## src/rtl/sd_cmd_sequencer.sv

```systemverilog
module sd_cmd_sequencer #(
  parameter int TMO_TICKS = 64,
  parameter int GAP_TICKS = 8
) (
  input  logic clk,
  input  logic rst_n,
  input  logic enable,
  input  logic ck_stb,
  input  logic cmd_valid,
  input  logic cmd_resp,
  input  logic cmd_irq,
  input  logic cmd_pend,
  input  logic cmd_cpl_mode,
  input  logic cmd_cpl_wait,
  input  logic data_trig,
  input  logic ser_done,
  input  logic rsp_start,
  input  logic rsp_done,
  input  logic crc_fail,
  input  logic card_irq,
  input  logic cpl_sig,
  input  logic flag_clr,
  output logic ser_start,
  output logic busy,
  output logic to_flag,
  output logic crc_flag,
  output logic rsp_flag
);
  localparam int TW = $clog2(TMO_TICKS + 1);
  localparam int GW = $clog2(GAP_TICKS + 1);

  typedef enum logic [2:0] {S_IDLE, S_PEND, S_SEND, S_WAIT, S_RECV, S_WCPL} state_t;

  state_t state, nxt;
  logic [TW-1:0] tmo;
  logic [GW-1:0] gap;
  logic f_resp, f_irq, f_cplm, f_cplw;
  logic set_to, set_crc, set_rsp;

  wire gap_done = (gap == GW'(GAP_TICKS));
  wire tmo_hit  = ck_stb && !f_irq && (tmo == TW'(TMO_TICKS - 1));

  assign busy = (state != S_IDLE);

  always_comb begin
    nxt     = state;
    set_to  = 1'b0;
    set_crc = 1'b0;
    set_rsp = 1'b0;
    if (!enable) nxt = S_IDLE;
    else begin
      case (state)
        S_IDLE: if (cmd_valid && gap_done) nxt = cmd_pend ? S_PEND : S_SEND;
        S_PEND: if (data_trig) nxt = S_SEND;
        S_SEND: if (ser_done) nxt = f_resp ? S_WAIT : S_IDLE;
        S_WAIT: begin
          if (f_irq) begin
            if (card_irq) nxt = S_IDLE;
          end else if (rsp_start) nxt = S_RECV;
          else if (tmo_hit) begin
            set_to = 1'b1;
            nxt    = S_IDLE;
          end
        end
        S_RECV: begin
          if (crc_fail) begin
            set_crc = 1'b1;
            nxt     = S_IDLE;
          end else if (rsp_done) begin
            set_rsp = 1'b1;
            nxt     = (f_cplm && !f_irq && f_cplw) ? S_WCPL : S_IDLE;
          end
        end
        S_WCPL: begin
          if (crc_fail) begin
            set_crc = 1'b1;
            nxt     = S_IDLE;
          end else if (cpl_sig) nxt = S_IDLE;
        end
        default: nxt = S_IDLE;
      endcase
    end
  end

  always_ff @(posedge clk) begin
    if (!rst_n) begin
      state     <= S_IDLE;
      ser_start <= 1'b0;
      tmo       <= '0;
      gap       <= '0;
      f_resp    <= 1'b0;
      f_irq     <= 1'b0;
      f_cplm    <= 1'b0;
      f_cplw    <= 1'b0;
      to_flag   <= 1'b0;
      crc_flag  <= 1'b0;
      rsp_flag  <= 1'b0;
    end else begin
      state     <= nxt;
      ser_start <= (nxt == S_SEND) && (state != S_SEND);
      if (state == S_IDLE && nxt != S_IDLE) begin
        f_resp <= cmd_resp;
        f_irq  <= cmd_irq;
        f_cplm <= cmd_cpl_mode;
        f_cplw <= cmd_cpl_wait;
      end
      if (state != S_WAIT) tmo <= '0;
      else if (ck_stb && !f_irq) tmo <= tmo + 1'b1;
      if (state != S_IDLE) gap <= '0;
      else if (ck_stb && !gap_done) gap <= gap + 1'b1;
      to_flag  <= set_to  | (to_flag  & ~flag_clr);
      crc_flag <= set_crc | (crc_flag & ~flag_clr);
      rsp_flag <= set_rsp | (rsp_flag & ~flag_clr);
    end
  end
endmodule

```

## config.mk

```make
export PLATFORM = sky130hd
export DESIGN_NAME = sd_cmd_sequencer
export DESIGN_NICKNAME = d
export VERILOG_FILES = /design/src/rtl/sd_cmd_sequencer.sv
export SDC_FILE = /design/constraint.sdc
export NUM_CORES = 1
export LEC_CHECK = 0
export BUFFER_PORTS_ARGS = -buffer_cell sky130_fd_sc_hd__buf_2
export CORE_MARGIN = 1.5
export CORE_UTILIZATION = 40
export DETAILED_ROUTE_END_ITERATION = 7
export GPL_TIMING_DRIVEN = 0
export MAX_ROUTING_LAYER = met4
export SYNTH_ARGS = -nofsm -noshare
export SYNTH_HDL_FRONTEND = slang
export SYNTH_SLANG_ARGS = --single-unit
```

## constraint.sdc

```tcl
create_clock -name clk -period 1.82 [get_ports clk]
set_input_delay 0.364 -clock clk [delete_from_list [all_inputs] [get_ports clk]]
set_output_delay 0.364 -clock clk [all_outputs]
set_load 0.005 [all_outputs]
```

==> flow_metrics.env, run 1 <==
export IMPL_grt_usage_pct=16.5
export IMPL_yosysSeqAreaShare_pct=39.9
export IMPL_ios=23
export IMPL_critPathCaptureType="flop"
export IMPL_arrival_ps=2000
export IMPL_vdd_drop_max_mv=0.409
export IMPL_power_density_mw_per_mm2=581
export IMPL_ys_types=36
export IMPL_synth_area_leaders="dfxtp_1 40%, nand2_1 5.8%, mux2i_1 5.4%"
export IMPL_place_gp_congestion=0.806
export IMPL_rsz0062_at_grt="true"
export IMPL_max_freq_mhz=567
export IMPL_areaGrowthSynthToFinish_pct=20.2
export IMPL_fin_nets=179
export IMPL_dpl_hpwl_mm=1.73
export IMPL_path_clk_slew_ps=120
export IMPL_fin_skew_ps=9.80
export IMPL_tns_ps=0
export IMPL_drc=0
export IMPL_synth_edf_count=0
export IMPL_hold_path_class="in -> reg"
export IMPL_cts_made_buffers=3
export IMPL_path_max_fanout=9
export IMPL_relSlewSlack_pct=72.2
export IMPL_cts_tree="built"
export IMPL_portBuffers=22
export IMPL_dieArea_mm2=0.00308
export IMPL_crit_path_start_kind="flop"
export IMPL_clock_path_buffers=2
export IMPL_yosysWarningCount=0
export IMPL_synthCells=127
export IMPL_start_util_pct=43.4
export IMPL_synth_simple_gate_area_share_pct=27.8
export IMPL_num_vias=981
export IMPL_ys_seq_elements=22
export IMPL_hold_violations=0
export IMPL_insertion_delay_ps=300
export IMPL_wirelength_mm=2.31
export IMPL_synth_commonest_cells="22 x dfxtp_1, 17 x nand2_1, 15 x nor2_1"
export IMPL_status="complete, no violations"
export IMPL_grt_pass1_wl_mm=3.93
export IMPL_diodes=0
export IMPL_tightest_slew_ps=411
export IMPL_avgViaCountPerCell=5.27
export IMPL_grt_pass1_vias=935
export IMPL_setup_viol=0
export IMPL_drv_slew=0
export IMPL_holdBufCountCts=0
export IMPL_drt_iter0_drc=21
export IMPL_required_ps=2060
export IMPL_synthXorXnorAreaFrac_pct=6.35
export IMPL_p_total_uw=771
export IMPL_die_h_um=55.5
export IMPL_final_seq_area_um2=443
export IMPL_ctsRootBufferMaster="clkbuf_4"
export IMPL_synth_top_cell_area_share_pct=39.9
export IMPL_synth_compound_area_share_pct=13.0
export IMPL_fillCellCount=263
export IMPL_die_w_um=55.5
export IMPL_grt_remaining_overflow=0
export IMPL_finalCritPeriodShare_pct=96.9
export IMPL_wire_per_inst_um=12.4
export IMPL_netlist_top_cell_by_area="dfxtp_1"
export IMPL_syn_nets=148
export IMPL_synth_top_family_by_area="simple AND/OR/NAND/NOR gates"
export IMPL_grt_start_max_net_pins=12
export IMPL_multiInputGateArea_um2=634
export IMPL_worst_setup_path_type="reg -> reg"
export IMPL_synth_main_ff_cell="dfxtp_1"
export IMPL_yosysMostFrequentCell="dfxtp_1"
export IMPL_synth_avg_cell_area_um2=8.69
export IMPL_netlist_area_mm2=0.00110
export IMPL_rows=18
export IMPL_drv_cap=0
export IMPL_leakagePower_nw=0.538
export IMPL_clkSinkCount=22
export IMPL_synth_async_reset_ratio_pct=0
export IMPL_core_mm2=0.00254
export IMPL_synth_area_mux_share_pct=5.44
export IMPL_htreeDepth=1
export IMPL_drive_above_1_share_pct=26.3
export IMPL_drt_pass1_iterations=4
export IMPL_post_route_min_period_ps=1760
export IMPL_synth_fa_ha_area_share_pct=3.40
export IMPL_antenna_found_initial=0
export IMPL_antenna_left=0
-- cell families after synthesis --
kind of cell / Yosys count
compound gates: 21
xor+xnor: 8
fa+ha+maj: 3
buf+inv: 9
flops: 22
mux: 6
simple gates: 58
-- flip-flops by register name, summed over array words and instances, names as in the netlist --
register,cells
tmo,7
state,3
f_resp,1
rsp_flag,1
f_cplm,1
f_irq,1
to_flag,1
ser_start,1
f_cplw,1
gap,4
crc_flag,1
-- layer usage --
| metal | wire length [µm] | vias to the layer above | GRT usage [%] |
|---|---|---|---|
| li1 | - | 498 | - |
| met1 | 1110 | 462 | 20.8 |
| met2 | 1110 | 19 | 26.4 |
| met3 | 72 | 2 | 2.11 |
| met4 | 19 | 0 | 7.32 |
| met5 | 0 | - | - |
-- worst paths after layout --
path | from | end | slack (ps) | cells past startpoint
worst min-delay path | cmd_cpl_wait | f_cplw$_SDFFE_PN0P_ | 290 | 3
worst max-delay path | state[1]$_SDFF_PN0_ | f_cplm$_SDFFE_PN0P_ | 60 | 7
worst max register to register | state[1]$_SDFF_PN0_ | f_cplm$_SDFFE_PN0P_ | 60 | 7
worst min register to register | f_cplw$_SDFFE_PN0P_ | f_cplw$_SDFFE_PN0P_ | 470 | 2
-- worst max-delay path, stage by stage (launching register included) --
cell	delay, ps
dfxtp_1	320
buf_6	130
or3b_4	390
a21oi_2	130
a41oi_1	60
and3_4	190
a31oi_4	270
mux2i_1	220
-- area by class of cell --
class / instances / share of cell area, %
tap: 30 / 2.83
sequential: 22 / 33.4
clock buffer: 3 / 1.70
timing repair buffer: 26 / 10.6
multi-input combinational: 96 / 47.8
buffer: 3 / 1.98
inverter: 6 / 1.70
-- where the power goes --
| part | leakage [nW] | internal, mW | switching, mW |
|---|---|---|---|
| clock network | 0.0138 | 0.0771 | 0.139 |
| logic | 0.346 | 0.0291 | 0.0342 |
| registers | 0.179 | 0.486 | 0.00503 |
| total | 0.538 | 0.592 | 0.179 |
-- stage by stage --
stage	hold WS, ps	instance area, µm²	setup WS [ps]	utilization (%)	cells
floorplan	435	1100	206	-	127
global placement	446	1250	10.1	49.2	179
detailed placement	456	1250	-14.0	49.2	179
CTS	280	1280	22.9	50.5	183
global route	298	1330	-67.8	52.1	186
finish	291	1330	56.3	52.1	186
-- cell usage in the layout, fill, tap and decap left out, types with 2 or more instances in the layout --
cell type  synthesis  final
inv_1              6      6
nand2b_1           2      2
nor2_1            15     15
dfxtp_2            0      2
nand2_1           17     17
a41oi_1            2      2
o21ai_0            5      5
xnor2_1            2      2
buf_6              1      2
buf_4              1      4
nand3_1            2      2
dfxtp_1           22     20
ha_1               3      3
nand4_1            5      5
nand4b_1           2      2
buf_2              0     22
nor2b_1            5      5
mux2i_1            6      6
xor2_1             6      6
a21oi_1            6      5
clkbuf_4           0      3
nand3b_1           2      2
-- repair_timing --
action / CTS / global route
setup buffers: 1 / 3
setup endpoints to repair: 4 / 6
pin swaps: 1 / 1
resized for setup: 1 / 6
(Power assumes the default switching activity.)
==> run 2, diff against run 1 <==
CORE_ASPECT_RATIO = 0.75   (was not set)
==> flow_metrics.env, run 2 (synthesis results as in run 1) <==
export IMPL_fin_skew_ps=4.05
export IMPL_grt_usage_pct=16.6
export IMPL_portBuffers=22
export IMPL_largest_reg_flops=7
export IMPL_setup_viol=0
export IMPL_grt_pass1_vias=881
export IMPL_r2r_end="f_resp$_SDFFE_PN0P_"
export IMPL_die_h_um=48.5
export IMPL_wirelength_mm=2.36
export IMPL_hold_path_class="in -> reg"
export IMPL_crit_cells=7
export IMPL_antenna_found_initial=0
export IMPL_num_vias=962
export IMPL_diodes=0
export IMPL_cts_tree="built"
export IMPL_tightest_slew_ps=433
export IMPL_ios=23
export IMPL_vdd_drop_max_mv=0.303
export IMPL_finalCritPeriodShare_pct=98.4
export IMPL_grt_start_max_net_pins=13
export IMPL_power_density_mw_per_mm2=673
export IMPL_drive_above_1_share_pct=23.4
export IMPL_switching_power_uw=191
export IMPL_path_max_fanout=4
export IMPL_htreeDepth=1
export IMPL_p_int_uw=707
export IMPL_clkPwrFrac_pct=38.5
export IMPL_critPathCaptureType="flop"
export IMPL_worst_setup_path_type="reg -> reg"
export IMPL_drc=0
export IMPL_slowest_delay_ps=360
export IMPL_avgViaCountPerCell=5.06
export IMPL_ctsRootBufferMaster="clkbuf_8"
export IMPL_required_ps=1960
export IMPL_dpl_hpwl_mm=1.84
export IMPL_dieArea_mm2=0.00309
export IMPL_place_gp_congestion=0.772
export IMPL_drv_cap=0
export IMPL_clock_path_buffers=2
export IMPL_areaGrowthSynthToFinish_pct=20.9
export IMPL_post_route_min_period_ps=1790
export IMPL_insertion_delay_ps=260
export IMPL_status="complete, no violations"
export IMPL_fillCellCount=275
export IMPL_final_cell_mix="22 x buf_2, 21 x dfxtp_1, 17 x nand2_1"
export IMPL_path_clk_slew_ps=70
export IMPL_start_util_pct=42.1
export IMPL_drt_iter0_drc=95
export IMPL_path_buf_inv=0
export IMPL_holdBufCountCts=0
export IMPL_top_register="tmo"
export IMPL_clkSinkCount=22
export IMPL_crit_slowest_cell="dfxtp_1"
export IMPL_tns_ps=0
export IMPL_fin_nets=176
export IMPL_rows=16
export IMPL_cp_top_family="simple AND/OR/NAND/NOR gates"
export IMPL_drt_pass1_iterations=4
export IMPL_wire_per_inst_um=12.4
export IMPL_rsz0062_at_grt="true"
export IMPL_drv_slew=0
export IMPL_grt_pass1_wl_mm=3.88
export IMPL_worstRegToRegCells=7
export IMPL_combinationalPowerShare_pct=6.9
export IMPL_arrival_ps=1930
export IMPL_relSlewSlack_pct=71.0
export IMPL_layout_commonest_cell="buf_2"
export IMPL_grt_remaining_overflow=0
export IMPL_crit_chain="ha_1 -> and4b_1 -> nand4_1 -> o21ai_2 -> and3_4 -> a31oi_4 -> mux2i_1"
export IMPL_cts_made_buffers=3
export IMPL_switching_share_pct=21.2
export IMPL_leakagePower_nw=0.534
export IMPL_timing_rr_start="tmo[1]$_SDFFE_PP0P_"
export IMPL_core_mm2=0.00262
export IMPL_crit_path_start_kind="flop"
export IMPL_place_ws_ps=23.7
export IMPL_pwr_share_seq_pct=54.5
export IMPL_fin_ws_ps=28.7
export IMPL_antenna_left=0
export IMPL_hold_violations=0
export IMPL_max_freq_mhz=558
export IMPL_die_w_um=63.7
export IMPL_hold_start="cmd_cpl_mode"
export IMPL_cp_endpoint="f_resp$_SDFFE_PN0P_"
export IMPL_critPathLaunch="tmo[1]$_SDFFE_PP0P_"
export IMPL_largestRegisters="tmo (7), gap (4), state (3)"
export IMPL_r2r_setup_slack_ps=30
[run 2: cell type report]
type | count | area, µm² | area share, %
buffer | 3 | 26.3 | 1.97
clock buffer | 4 | 55.1 | 4.13
inverter | 6 | 22.5 | 1.69
multi-input combinational | 96 | 626 | 46.9
sequential | 22 | 442 | 33.1
tap | 36 | 45.0 | 3.38
timing repair buffer | 23 | 118 | 8.82
[run 2: worst min-delay path by stage]
stage | end | slack, ps | cells after the start
2_1_floorplan | f_cplm$_SDFFE_PN0P_ | 430 | 2
3_3_place_gp | f_cplw$_SDFFE_PN0P_ | 450 | 2
3_5_place_dp | f_cplm$_SDFFE_PN0P_ | 450 | 2
4_1_cts | f_irq$_SDFFE_PN0P_ | 350 | 3
5_1_grt | f_resp$_SDFFE_PN0P_ | 350 | 3
6_report | f_cplm$_SDFFE_PN0P_ | 350 | 3
[run 2: metrics by stage]
| stage | total power, mW | area (µm²) | hold WS [ps] | util, % | cells |
|---|---|---|---|---|---|
| after floorplan | 0.532 | 1100 | 435 | - | 127 |
| after global placement | 0.561 | 1260 | 446 | 48.0 | 185 |
| after detailed placement | 0.564 | 1260 | 451 | 48.0 | 185 |
| after CTS | 0.913 | 1310 | 345 | 50.1 | 189 |
| after global routing | 0.938 | 1330 | 352 | 50.9 | 190 |
| final | 0.898 | 1330 | 350 | 50.9 | 190 |
[run 2: worst min-delay path, cell delays in order]
cell and delay (ps):
buf_2 90, nand2_1 40, mux2i_1 60
[run 2: layer usage]
metal / vias to the layer above / routed length, µm / GRT usage, %
met5: - / 0 / -
met4: 0 / 13 / 3.26
met3: 2 / 110 / 5.12
met2: 18 / 1070 / 26.3
met1: 445 / 1160 / 21.1
li1: 497 / - / -
[run 2: power by group through the flow]
stage	registers, mW	clock network (mW)	logic, mW
detailed placement	0.501	0	0.0624
finish	0.490	0.346	0.0621
global route	0.491	0.376	0.0708
global placement	0.501	0	0.0594
CTS	0.490	0.360	0.0628
floorplan	0.500	0	0.0317
[run 2: timing repair]
item | CTS | global route
resized for setup | 0 | 4
buffers inserted | 0 | 1
endpoints found under the setup margin | 0 | 5
